## src/rtl/intdiv_pkg.sv

```systemverilog
package intdiv_pkg;

  typedef enum logic [0:0] {
    ST_IDLE = 1'b0,
    ST_RUN  = 1'b1
  } div_state_e;

  typedef struct packed {
    logic rem;   // return remainder instead of quotient
    logic sgn;   // signed operands
    logic word;  // 32-bit longword size
  } div_op_t;

endpackage

```

## src/rtl/intdiv_prep.sv

```systemverilog
module intdiv_prep
  import intdiv_pkg::*;
#(
  parameter int XLEN  = 64,
  parameter int IMM_W = 8
) (
  input  div_op_t           op_i,
  input  logic [XLEN-1:0]   dividend_i,
  input  logic [XLEN-1:0]   divisor_reg_i,
  input  logic [IMM_W-1:0]  divisor_imm_i,
  input  logic              use_imm_i,
  output logic [XLEN-1:0]   dvd_mag_o,
  output logic [XLEN-1:0]   dvs_mag_o,
  output logic              neg_q_o,
  output logic              neg_r_o,
  output logic              is_dbz_o,
  output logic              is_ovf_o,
  output logic [XLEN-1:0]   min_val_o
);
  localparam int HALF = XLEN / 2;

  logic [XLEN-1:0] b_raw, a_ext, b_ext, a_mag, b_mag;
  logic            a_neg, b_neg;

  // Divisor source: the immediate is zero-extended to full width.
  assign b_raw = use_imm_i ? {{(XLEN-IMM_W){1'b0}}, divisor_imm_i} : divisor_reg_i;

  // Size selection: a longword is sign- or zero-extended from its low half.
  always_comb begin
    if (op_i.word) begin
      a_ext = {{HALF{op_i.sgn & dividend_i[HALF-1]}}, dividend_i[HALF-1:0]};
      b_ext = {{HALF{op_i.sgn & b_raw[HALF-1]}}, b_raw[HALF-1:0]};
    end else begin
      a_ext = dividend_i;
      b_ext = b_raw;
    end
  end

  assign a_neg = op_i.sgn & a_ext[XLEN-1];
  assign b_neg = op_i.sgn & b_ext[XLEN-1];
  assign a_mag = a_neg ? (~a_ext + 1'b1) : a_ext;
  assign b_mag = b_neg ? (~b_ext + 1'b1) : b_ext;

  // A longword magnitude is parked in the upper half so that HALF shifts
  // move all of its bits through the loop.
  assign dvd_mag_o = op_i.word ? (a_mag << HALF) : a_mag;
  assign dvs_mag_o = b_mag;

  assign neg_q_o = a_neg ^ b_neg;
  assign neg_r_o = a_neg;

  assign min_val_o = op_i.word ? {{(HALF+1){1'b1}}, {(HALF-1){1'b0}}}
                               : {1'b1, {(XLEN-1){1'b0}}};

  assign is_dbz_o = (b_ext == '0);
  assign is_ovf_o = op_i.sgn & ~is_dbz_o & (a_ext == min_val_o) & (&b_ext);

endmodule

```

## src/rtl/intdiv_core.sv

```systemverilog
module intdiv_core #(
  parameter int XLEN = 64
) (
  input  logic            clk,
  input  logic            rst_n,
  input  logic            load_i,
  input  logic            step_i,
  input  logic [XLEN-1:0] dvd_i,
  input  logic [XLEN-1:0] dvs_i,
  output logic [XLEN-1:0] rem_nxt_o,
  output logic [XLEN-1:0] quo_nxt_o
);
  logic [XLEN-1:0] rem_q, quo_q, dvs_q;
  logic [XLEN:0]   shifted, trial;
  logic            fits;

  // One restoring step: shift in the next dividend bit, try the subtract.
  assign shifted   = {rem_q, quo_q[XLEN-1]};
  assign trial     = shifted - {1'b0, dvs_q};
  assign fits      = ~trial[XLEN];
  assign rem_nxt_o = fits ? trial[XLEN-1:0] : shifted[XLEN-1:0];
  assign quo_nxt_o = {quo_q[XLEN-2:0], fits};

  always_ff @(posedge clk or negedge rst_n) begin
    if (!rst_n) begin
      rem_q <= '0;
      quo_q <= '0;
      dvs_q <= '0;
    end else if (load_i) begin
      rem_q <= '0;
      quo_q <= dvd_i;
      dvs_q <= dvs_i;
    end else if (step_i) begin
      rem_q <= rem_nxt_o;
      quo_q <= quo_nxt_o;
    end
  end

  AST_PARTIAL_REM_BOUND: assert property (@(posedge clk) disable iff (!rst_n)
    step_i |-> (rem_q < dvs_q));

endmodule

```

## src/rtl/intdiv_fix.sv

```systemverilog
module intdiv_fix
  import intdiv_pkg::*;
#(
  parameter int XLEN = 64
) (
  input  div_op_t         op_i,
  input  logic            neg_q_i,
  input  logic            neg_r_i,
  input  logic [XLEN-1:0] quo_mag_i,
  input  logic [XLEN-1:0] rem_mag_i,
  output logic [XLEN-1:0] res_o
);
  localparam int HALF = XLEN / 2;

  logic [XLEN-1:0] q_signed, r_signed, pick;

  assign q_signed = neg_q_i ? (~quo_mag_i + 1'b1) : quo_mag_i;
  assign r_signed = neg_r_i ? (~rem_mag_i + 1'b1) : rem_mag_i;
  assign pick     = op_i.rem ? r_signed : q_signed;
  assign res_o    = op_i.word ? {{HALF{pick[HALF-1]}}, pick[HALF-1:0]} : pick;

endmodule

```

## src/rtl/intdiv_unit.sv

```systemverilog
module intdiv_unit
  import intdiv_pkg::*;
#(
  parameter int XLEN  = 64,
  parameter int IMM_W = 8
) (
  input  logic             clk,
  input  logic             rst_n,
  input  logic             in_valid,
  output logic             in_ready,
  input  logic             op_rem,
  input  logic             op_signed,
  input  logic             op_word,
  input  logic             use_imm,
  input  logic [XLEN-1:0]  dividend,
  input  logic [XLEN-1:0]  divisor_reg,
  input  logic [IMM_W-1:0] divisor_imm,
  output logic             out_valid,
  output logic [XLEN-1:0]  result,
  output logic             dbz,
  output logic             ovf
);
  localparam int HALF = XLEN / 2;
  localparam int CW   = $clog2(XLEN);
  localparam int LW   = CW + 1;
  localparam logic [XLEN-1:0] MIN_Q = {1'b1, {(XLEN-1){1'b0}}};
  localparam logic [XLEN-1:0] MIN_W = {{(HALF+1){1'b1}}, {(HALF-1){1'b0}}};

  div_state_e      state_q;
  div_op_t         op_in, op_q;
  logic [CW-1:0]   cnt_q;
  logic            negq_q, negr_q;
  logic            accept, special, load, step;
  logic [XLEN-1:0] dvd_mag, dvs_mag, min_val, rem_nxt, quo_nxt, fix_res;
  logic            neg_q, neg_r, is_dbz, is_ovf;

  assign op_in    = '{rem: op_rem, sgn: op_signed, word: op_word};
  assign in_ready = (state_q == ST_IDLE);
  assign accept   = in_valid & in_ready;
  assign special  = is_dbz | is_ovf;
  assign load     = accept & ~special;
  assign step     = (state_q == ST_RUN);

  intdiv_prep #(.XLEN(XLEN), .IMM_W(IMM_W)) u_prep (
    .op_i          (op_in),
    .dividend_i    (dividend),
    .divisor_reg_i (divisor_reg),
    .divisor_imm_i (divisor_imm),
    .use_imm_i     (use_imm),
    .dvd_mag_o     (dvd_mag),
    .dvs_mag_o     (dvs_mag),
    .neg_q_o       (neg_q),
    .neg_r_o       (neg_r),
    .is_dbz_o      (is_dbz),
    .is_ovf_o      (is_ovf),
    .min_val_o     (min_val)
  );

  intdiv_core #(.XLEN(XLEN)) u_core (
    .clk       (clk),
    .rst_n     (rst_n),
    .load_i    (load),
    .step_i    (step),
    .dvd_i     (dvd_mag),
    .dvs_i     (dvs_mag),
    .rem_nxt_o (rem_nxt),
    .quo_nxt_o (quo_nxt)
  );

  intdiv_fix #(.XLEN(XLEN)) u_fix (
    .op_i      (op_q),
    .neg_q_i   (negq_q),
    .neg_r_i   (negr_q),
    .quo_mag_i (quo_nxt),
    .rem_mag_i (rem_nxt),
    .res_o     (fix_res)
  );

  always_ff @(posedge clk or negedge rst_n) begin
    if (!rst_n) begin
      state_q   <= ST_IDLE;
      op_q      <= '0;
      cnt_q     <= '0;
      negq_q    <= 1'b0;
      negr_q    <= 1'b0;
      out_valid <= 1'b0;
      result    <= '0;
      dbz       <= 1'b0;
      ovf       <= 1'b0;
    end else begin
      out_valid <= 1'b0;
      if (accept) begin
        op_q   <= op_in;
        negq_q <= neg_q;
        negr_q <= neg_r;
        if (special) begin
          // Flag cases finish at the accepting edge without iterating.
          out_valid <= 1'b1;
          dbz       <= is_dbz;
          ovf       <= is_ovf;
          result    <= (is_dbz | op_rem) ? '0 : min_val;
        end else begin
          state_q <= ST_RUN;
          cnt_q   <= op_word ? CW'(HALF-1) : CW'(XLEN-1);
        end
      end else if (step) begin
        if (cnt_q == '0) begin
          state_q   <= ST_IDLE;
          out_valid <= 1'b1;
          dbz       <= 1'b0;
          ovf       <= 1'b0;
          result    <= fix_res;
        end else begin
          cnt_q <= cnt_q - 1'b1;
        end
      end
    end
  end

  // Cycles since the last accepted request, for the latency check only.
  logic [LW-1:0] lat_q;
  always_ff @(posedge clk or negedge rst_n) begin
    if (!rst_n)      lat_q <= '0;
    else if (accept) lat_q <= '0;
    else if (step)   lat_q <= lat_q + 1'b1;
  end

  AST_BUSY_AFTER_LOAD: assert property (@(posedge clk) disable iff (!rst_n)
    (accept && !special) |=> !in_ready);
  AST_LONG_SIGN_EXT: assert property (@(posedge clk) disable iff (!rst_n)
    (out_valid && op_q.word) |-> (result[XLEN-1:HALF] == {HALF{result[HALF-1]}}));
  AST_DBZ_ZERO_RESULT: assert property (@(posedge clk) disable iff (!rst_n)
    (out_valid && dbz) |-> (result == '0 && !ovf));
  AST_OVF_MOST_NEG: assert property (@(posedge clk) disable iff (!rst_n)
    (out_valid && ovf && !op_q.rem) |-> (result == (op_q.word ? MIN_W : MIN_Q)));
  AST_NO_OVERFLOW: assert property (@(posedge clk) disable iff (!rst_n)
    (out_valid && !op_q.sgn) |-> !ovf);
  AST_LOOP_LATENCY: assert property (@(posedge clk) disable iff (!rst_n)
    (out_valid && !dbz && !ovf) |-> (lat_q == (op_q.word ? LW'(HALF) : LW'(XLEN))));
  AST_FLAG_ONLY_WITH_RESULT: assert property (@(posedge clk) disable iff (!rst_n)
    !out_valid |-> $stable(result) || $past(!rst_n));

endmodule

```

## config.mk

```make
export PLATFORM = sky130hd
export DESIGN_NAME = intdiv_unit
export DESIGN_NICKNAME = d
export VERILOG_FILES = /design/src/rtl/intdiv_pkg.sv /design/src/rtl/intdiv_prep.sv /design/src/rtl/intdiv_core.sv /design/src/rtl/intdiv_fix.sv /design/src/rtl/intdiv_unit.sv
export SDC_FILE = /design/constraint.sdc
export NUM_CORES = 1
export LEC_CHECK = 0
export BUFFER_PORTS_ARGS = -buffer_cell sky130_fd_sc_hd__buf_2
export CAP_MARGIN = 10
export CORE_ASPECT_RATIO = 1.5
export CORE_MARGIN = 1
export CORE_UTILIZATION = 60
export DETAILED_ROUTE_END_ITERATION = 8
export HOLD_SLACK_MARGIN = 0.12
export PLACE_DENSITY = 0.85
export SLEW_MARGIN = 0
export SYNTH_ARGS = -nofsm -noshare
export SYNTH_HDL_FRONTEND = slang
export SYNTH_HIERARCHICAL = 1
export SYNTH_SLANG_ARGS = --single-unit
```

## constraint.sdc

```tcl
create_clock -name clk -period 7.4 [get_ports clk]
set_input_delay 1.48 -clock clk [delete_from_list [all_inputs] [get_ports clk]]
set_output_delay 1.48 -clock clk [all_outputs]
set_load 0.01 [all_outputs]
```

==> results of run 1 <==
## layer usage
layer	part of all wire	wire [microns]	vias to the layer above
met5	0.00026	26	-
met3	0.080	7862	374
met2	0.47	46650	1440
li1	-	-	12340
met1	0.37	36260	12626
met4	0.076	7521	4
## worst paths after layout
kind	endpoint	slack, ps	cells past startpoint
max in group asynchronous	state_q	5160	2
worst max register to register	result[57]	390	18
worst min-delay path	result[19]	480	2
min in group asynchronous	u_core/dvs_q[30]	970	1
worst max-delay path	result[57]	390	18
worst min register to register	result[19]	480	2
## layout by cell type, fill, tap and decap left out, types with 12 or more instances in the layout
master     instances
xor2_1           147
a22oi_1           65
nand2_1          423
inv_1            118
o31ai_1           59
conb_1            32
mux2i_1          110
o41ai_1           31
o21ai_0          276
nor2_1           344
nor3_1            89
nand2b_1          12
o21a_1            58
o211ai_1          13
and3_1            24
or3_1             51
a211oi_1          20
xnor2_1          132
a31oi_1           39
buf_2            208
buf_4             82
nand3_1           50
nand4_1           55
clkbuf_16         29
o21ai_1           64
o21bai_1          16
nor4_1            62
a21o_1            24
a221oi_1          14
dfrtp_1          268
ha_1              71
a21oi_1          222
and2_1            24
or4_1             36
or2_2             27
## metrics by stage
stage / hold WS, ps / worst slack [ps] / instance area [sq um] / instances
6_report: 475.8 / 389.6 / 27710 / 4077
4_1_cts: 483.3 / 508.8 / 27710 / 4077
3_3_place_gp: 459.4 / 643.7 / 26790 / 4027
3_5_place_dp: 466.6 / 566.5 / 26790 / 4027
2_1_floorplan: 443.8 / 1785 / 26300 / 3514
5_1_grt: 492.4 / 189.1 / 27710 / 4077
## cell type report
type	count	area, sq um
Tap cell	570	713.2
Multi-Input combinational cell	2773	17150
Inverter	121	456.7
Timing Repair Buffer	293	1712
Sequential cell	270	6761
Fill cell	3952	15220
Clock inverter	16	180.2
Clock buffer	34	744.5
## critical path, stage by stage (launching register included)
cell	delay (ps)
dfrtp_1	410
ha_1	420
nand2_1	140
or3_4	430
nor4_4	340
o2111ai_1	310
a311oi_2	550
o21ai_4	170
xor2_4	190
inv_4	440
mux2_2	450
or4_1	610
or3_1	500
or4_1	840
o41ai_2	470
xor2_1	180
o221ai_1	140
a22oi_1	210
o21ai_1	70
## registers in the layout (all words and copies together) (netlist names)
name / count
u_core/dvs_q: 64
negq_q: 1
state_q: 1
out_valid: 1
result: 64
negr_q: 1
ovf: 1
dbz: 1
op_q: 2
cnt_q: 6
u_core/rem_q: 64
u_core/quo_q: 64
==> summary.txt, run 1 <==
Run status
  • Status: finished, final reports clean

GRT
  • Largest net degree at the start of global routing: 118
  • M2 GR Usage: 0.7370
  • Most Crowded Layer GR: met2
  • Met3 usage in global routing: 0.07097
  • First-pass GRT wire length: 148800 microns
  • Global routing usage on met1: 0.4966
  • GRT overflow: 0
  • Vias in the first global route: 25172
  • Antenna violations before repair: 3
  • Global Route Usage Sum: 0.4315

Setup path
  • R2R Path Start: u_core/rem_q[27]
  • Crit path DAT: 7450 ps
  • Setup Crit Path Kind: reg2reg
  • Worst EP required: 7840 ps
  • CP Capture Type: flop
  • Crit Path Max Fanout: 61
  • Crit path launch: u_core/rem_q[27]
  • Crit path launch type: flop

Placed design
  • Number of port buffers: 210
  • RD Place Congestion: 1.052
  • Hpwl dp: 76200 microns

Final layout
  • Antenna Cells: 0
  • Area grow syn2layout: 5.829%
  • Layout cell share with drive strength beyond 1: 0.1215
  • Nets: 3702
  • Final core occ: 0.6454

Die
  • I/O pin cnt: 211
  • Initial Util: 0.6099
  • Die area: 0.04450 sq mm
  • Die width: 172.6 microns
  • DIE HEIGHT: 257.9 microns
  • Row cnt: 93
  • Core area: 0.04294 sq mm

CTS
  • CTS Buf Count: 28
  • Post-CTS Setup Bufs: 0
  • Resized cells post-CTS: 0
  • CTS tree: yes
  • Clk sink count: 270
  • Clock Path Buffers: 3
  • Clock slew at reported path FFs: 80 ps
  • Clock root buffer: clkbuf_16
  • Worst-Skew Late Latency: 580 ps
  • Post-CTS Hold Buffers: 0
  • H-tree levels: 1

Route
  • Drt pass-1 iters: 6
  • Iteration-0 DRC Markers: 2536
  • Per-cell routed wire length: 24.12 microns
  • Vias: 26784
  • Routed Antenna Nets: 0
  • Routed wire length: 98330 microns
  • Post-route DRC: 0
  • Vias/cell: 6.570

Yosys
  • Cell Area, Synth: 0.02619 sq mm
  • Avg Inst Size Synth: 7.516 sq um
  • Yosys warns: 6
  • Syn Inst Count: 3484

STA
  • Setup violators final: 0
  • Clock Skew: 18.03 ps
  • Unrepaired setup endpoints after global routing: no
  • Minimum clock period: 7010 ps
  • Setup TNS: 0 ps
  • Relative slew slack: 0.2023
  • Final hold viol count: 0
  • Tcrit/Tclk final: 0.9474
  • Fin. max-slew vios: 0
  • Max Freq: 0.1426 GHz
  • Slew of the pin with the lowest slew margin: 1180 ps

Hold path
  • Min-delay src: result[19]
  • Hold Crit Class: reg2reg

Job
  • Number of max-cap violations: 0
Power of run 1 is not shown: default switching activity piles up to over one toggle a cycle in this logic, so the estimate is an artifact.
==> inputs of run 2 (changes only) <==
- PLACE_DENSITY: 0.85 -> 0.8
==> summary.txt, run 2 (synthesis results as in run 1) <==
Run status
  • Status: finished, final reports clean

Route
  • Vias/cell: 6.813
  • Drt pass-1 iters: 6
  • Per-cell routed wire length: 24.99 microns
  • Post-route DRC: 0
  • Iteration-0 DRC Markers: 3195
  • Vias: 27717
  • Routed Antenna Nets: 0
  • Routed wire length: 101700 microns

Setup path
  • Worst EP required: 7890 ps
  • Crit path DAT: 7510 ps
  • Crit Path Max Fanout: 45
  • Most Frequent Cell on Critical Path: a21oi_1
  • CP bufs+invs: 2
  • CP peak stage delay: 650 ps
  • Worst Reg-to-Reg Cells: 20
  • CP Cell Sequence: inv_1, ha_1, fa_1, nor2b_1, o211ai_1, a21oi_1, o2111ai_1, a311oi_2, o21ai_4, xor2_4, buf_4, o21ai_0, or4_4, nor3_1, a21oi_1, a221oi_1, nand3_1, o221ai_1, a22oi_1, o21ai_1
  • Setup Crit Path Kind: reg2reg
  • Cell family with the largest share of critical-path delay: compound AO/OA/AOI/OAI gates
  • CP Capture Type: flop
  • Crit. path cell count: 20
  • Worst path slowest cell: nand3_1
  • Crit path launch type: flop

Final layout
  • Commonest non-fill, non-tap cell in the layout: nand2_1
  • Area grow syn2layout: 5.571%
  • Layout cell share with drive strength beyond 1: 0.1195
  • Commonest non-fill, non-tap cells in the layout: nand2_1, nor2_1, o21ai_0
  • Filler instances: 3714
  • Nets: 3692
  • Final core occ: 0.6439
  • Design area: 0.02765 sq mm

CTS
  • H-tree levels: 1
  • Clock slew at reported path FFs: 80 ps
  • Worst-Skew Late Latency: 570 ps
  • Clk sink count: 270
  • Resized cells post-CTS: 0
  • Clock Path Buffers: 3
  • CTS tree: yes
  • Post-CTS Setup Bufs: 0
  • Clock root buffer: clkbuf_16
  • Post-CTS Hold Buffers: 0
  • CTS Buf Count: 27

Placed design
  • Number of port buffers: 210
  • Place WS: 620.4 ps
  • Hpwl dp: 77490 microns
  • Placed inst area: 0.02673 sq mm
  • RD Place Congestion: 1.096

Die
  • I/O pin cnt: 211
  • Row cnt: 93
  • Die width: 172.6 microns
  • DIE HEIGHT: 257.9 microns
  • Core area: 0.04294 sq mm
  • Initial Util: 0.6099
  • Die area: 0.04450 sq mm

STA
  • Minimum clock period: 7017 ps
  • Tcrit/Tclk final: 0.9483
  • Slew of the pin with the lowest slew margin: 1305 ps
  • Final setup margin: 382.5 ps
  • Setup violators final: 0
  • Max Freq: 0.1425 GHz
  • Fin. max-slew vios: 0
  • Unrepaired setup endpoints after global routing: no
  • Clock Skew: 16.76 ps
  • Relative slew slack: 0.1268
  • Setup TNS: 0 ps
  • Final hold viol count: 0

Hold path
  • Hold depth: 2
  • Hold Crit Class: reg2reg

GRT
  • GRT overflow: 0
  • Antenna violations before repair: 1
  • Largest net degree at the start of global routing: 130
  • First-pass GRT wire length: 154600 microns
  • Global Route Usage Sum: 0.4454
  • Vias in the first global route: 26122

Job
  • Number of max-cap violations: 0
==> run 2: final timing paths <==
check                            startpoint               end  slack, ps
max reg2reg                u_core/quo_q[63]        result[56]        380
max                        u_core/quo_q[63]        result[56]        380
max in group asynchronous             rst_n           state_q       4810
min in group asynchronous             rst_n  u_core/dvs_q[13]        950
min reg2reg                      result[31]        result[31]        480
min                              result[31]        result[31]        480
==> run 2: stage by stage <==
step	hold slack (ps)	std cells
2_1_floorplan	443.8	3514
3_3_place_gp	461.8	4018
3_5_place_dp	464.7	4018
4_1_cts	484.0	4067
5_1_grt	500.5	4067
6_report	481.1	4068
==> run 2: worst reg2reg max path, cell delays in order (launching register included) <==
cell       delay, ps
dfrtp_1          380
inv_1             60
ha_1             230
fa_1             420
nor2b_1          210
o211ai_1         170
a21oi_1          310
o2111ai_1        230
a311oi_2         530
o21ai_4          160
xor2_4           190
buf_4            410
o21ai_0          450
or4_4            570
nor3_1           430
a21oi_1          170
a221oi_1         600
nand3_1          650
o221ai_1         450
a22oi_1          170
o21ai_1          160
==> run 2: final cells by class <==
cell class / instances / area, sq um / share of cell area
diodes: 1 / 2.502 / 0.00009052
flip-flops and latches: 270 / 6760 / 0.2445
clock buffers: 35 / 765.7 / 0.02770
well taps: 570 / 713.2 / 0.02580
inverters: 121 / 456.7 / 0.01652
repair buffers: 284 / 1657 / 0.05992
clock inverters: 14 / 145.1 / 0.005250
multi-input cells: 2773 / 17150 / 0.6202
==> run 2: layer usage <==
layer  GRT usage  vias up  share of wire
met4      0.3160        0          0.079
li1            -    12303              -
met3     0.06552      403          0.087
met2      0.7362     1786           0.46
met1      0.5319    13225           0.37
met5           0        -              0
Power of run 2 is left out for the same reason.
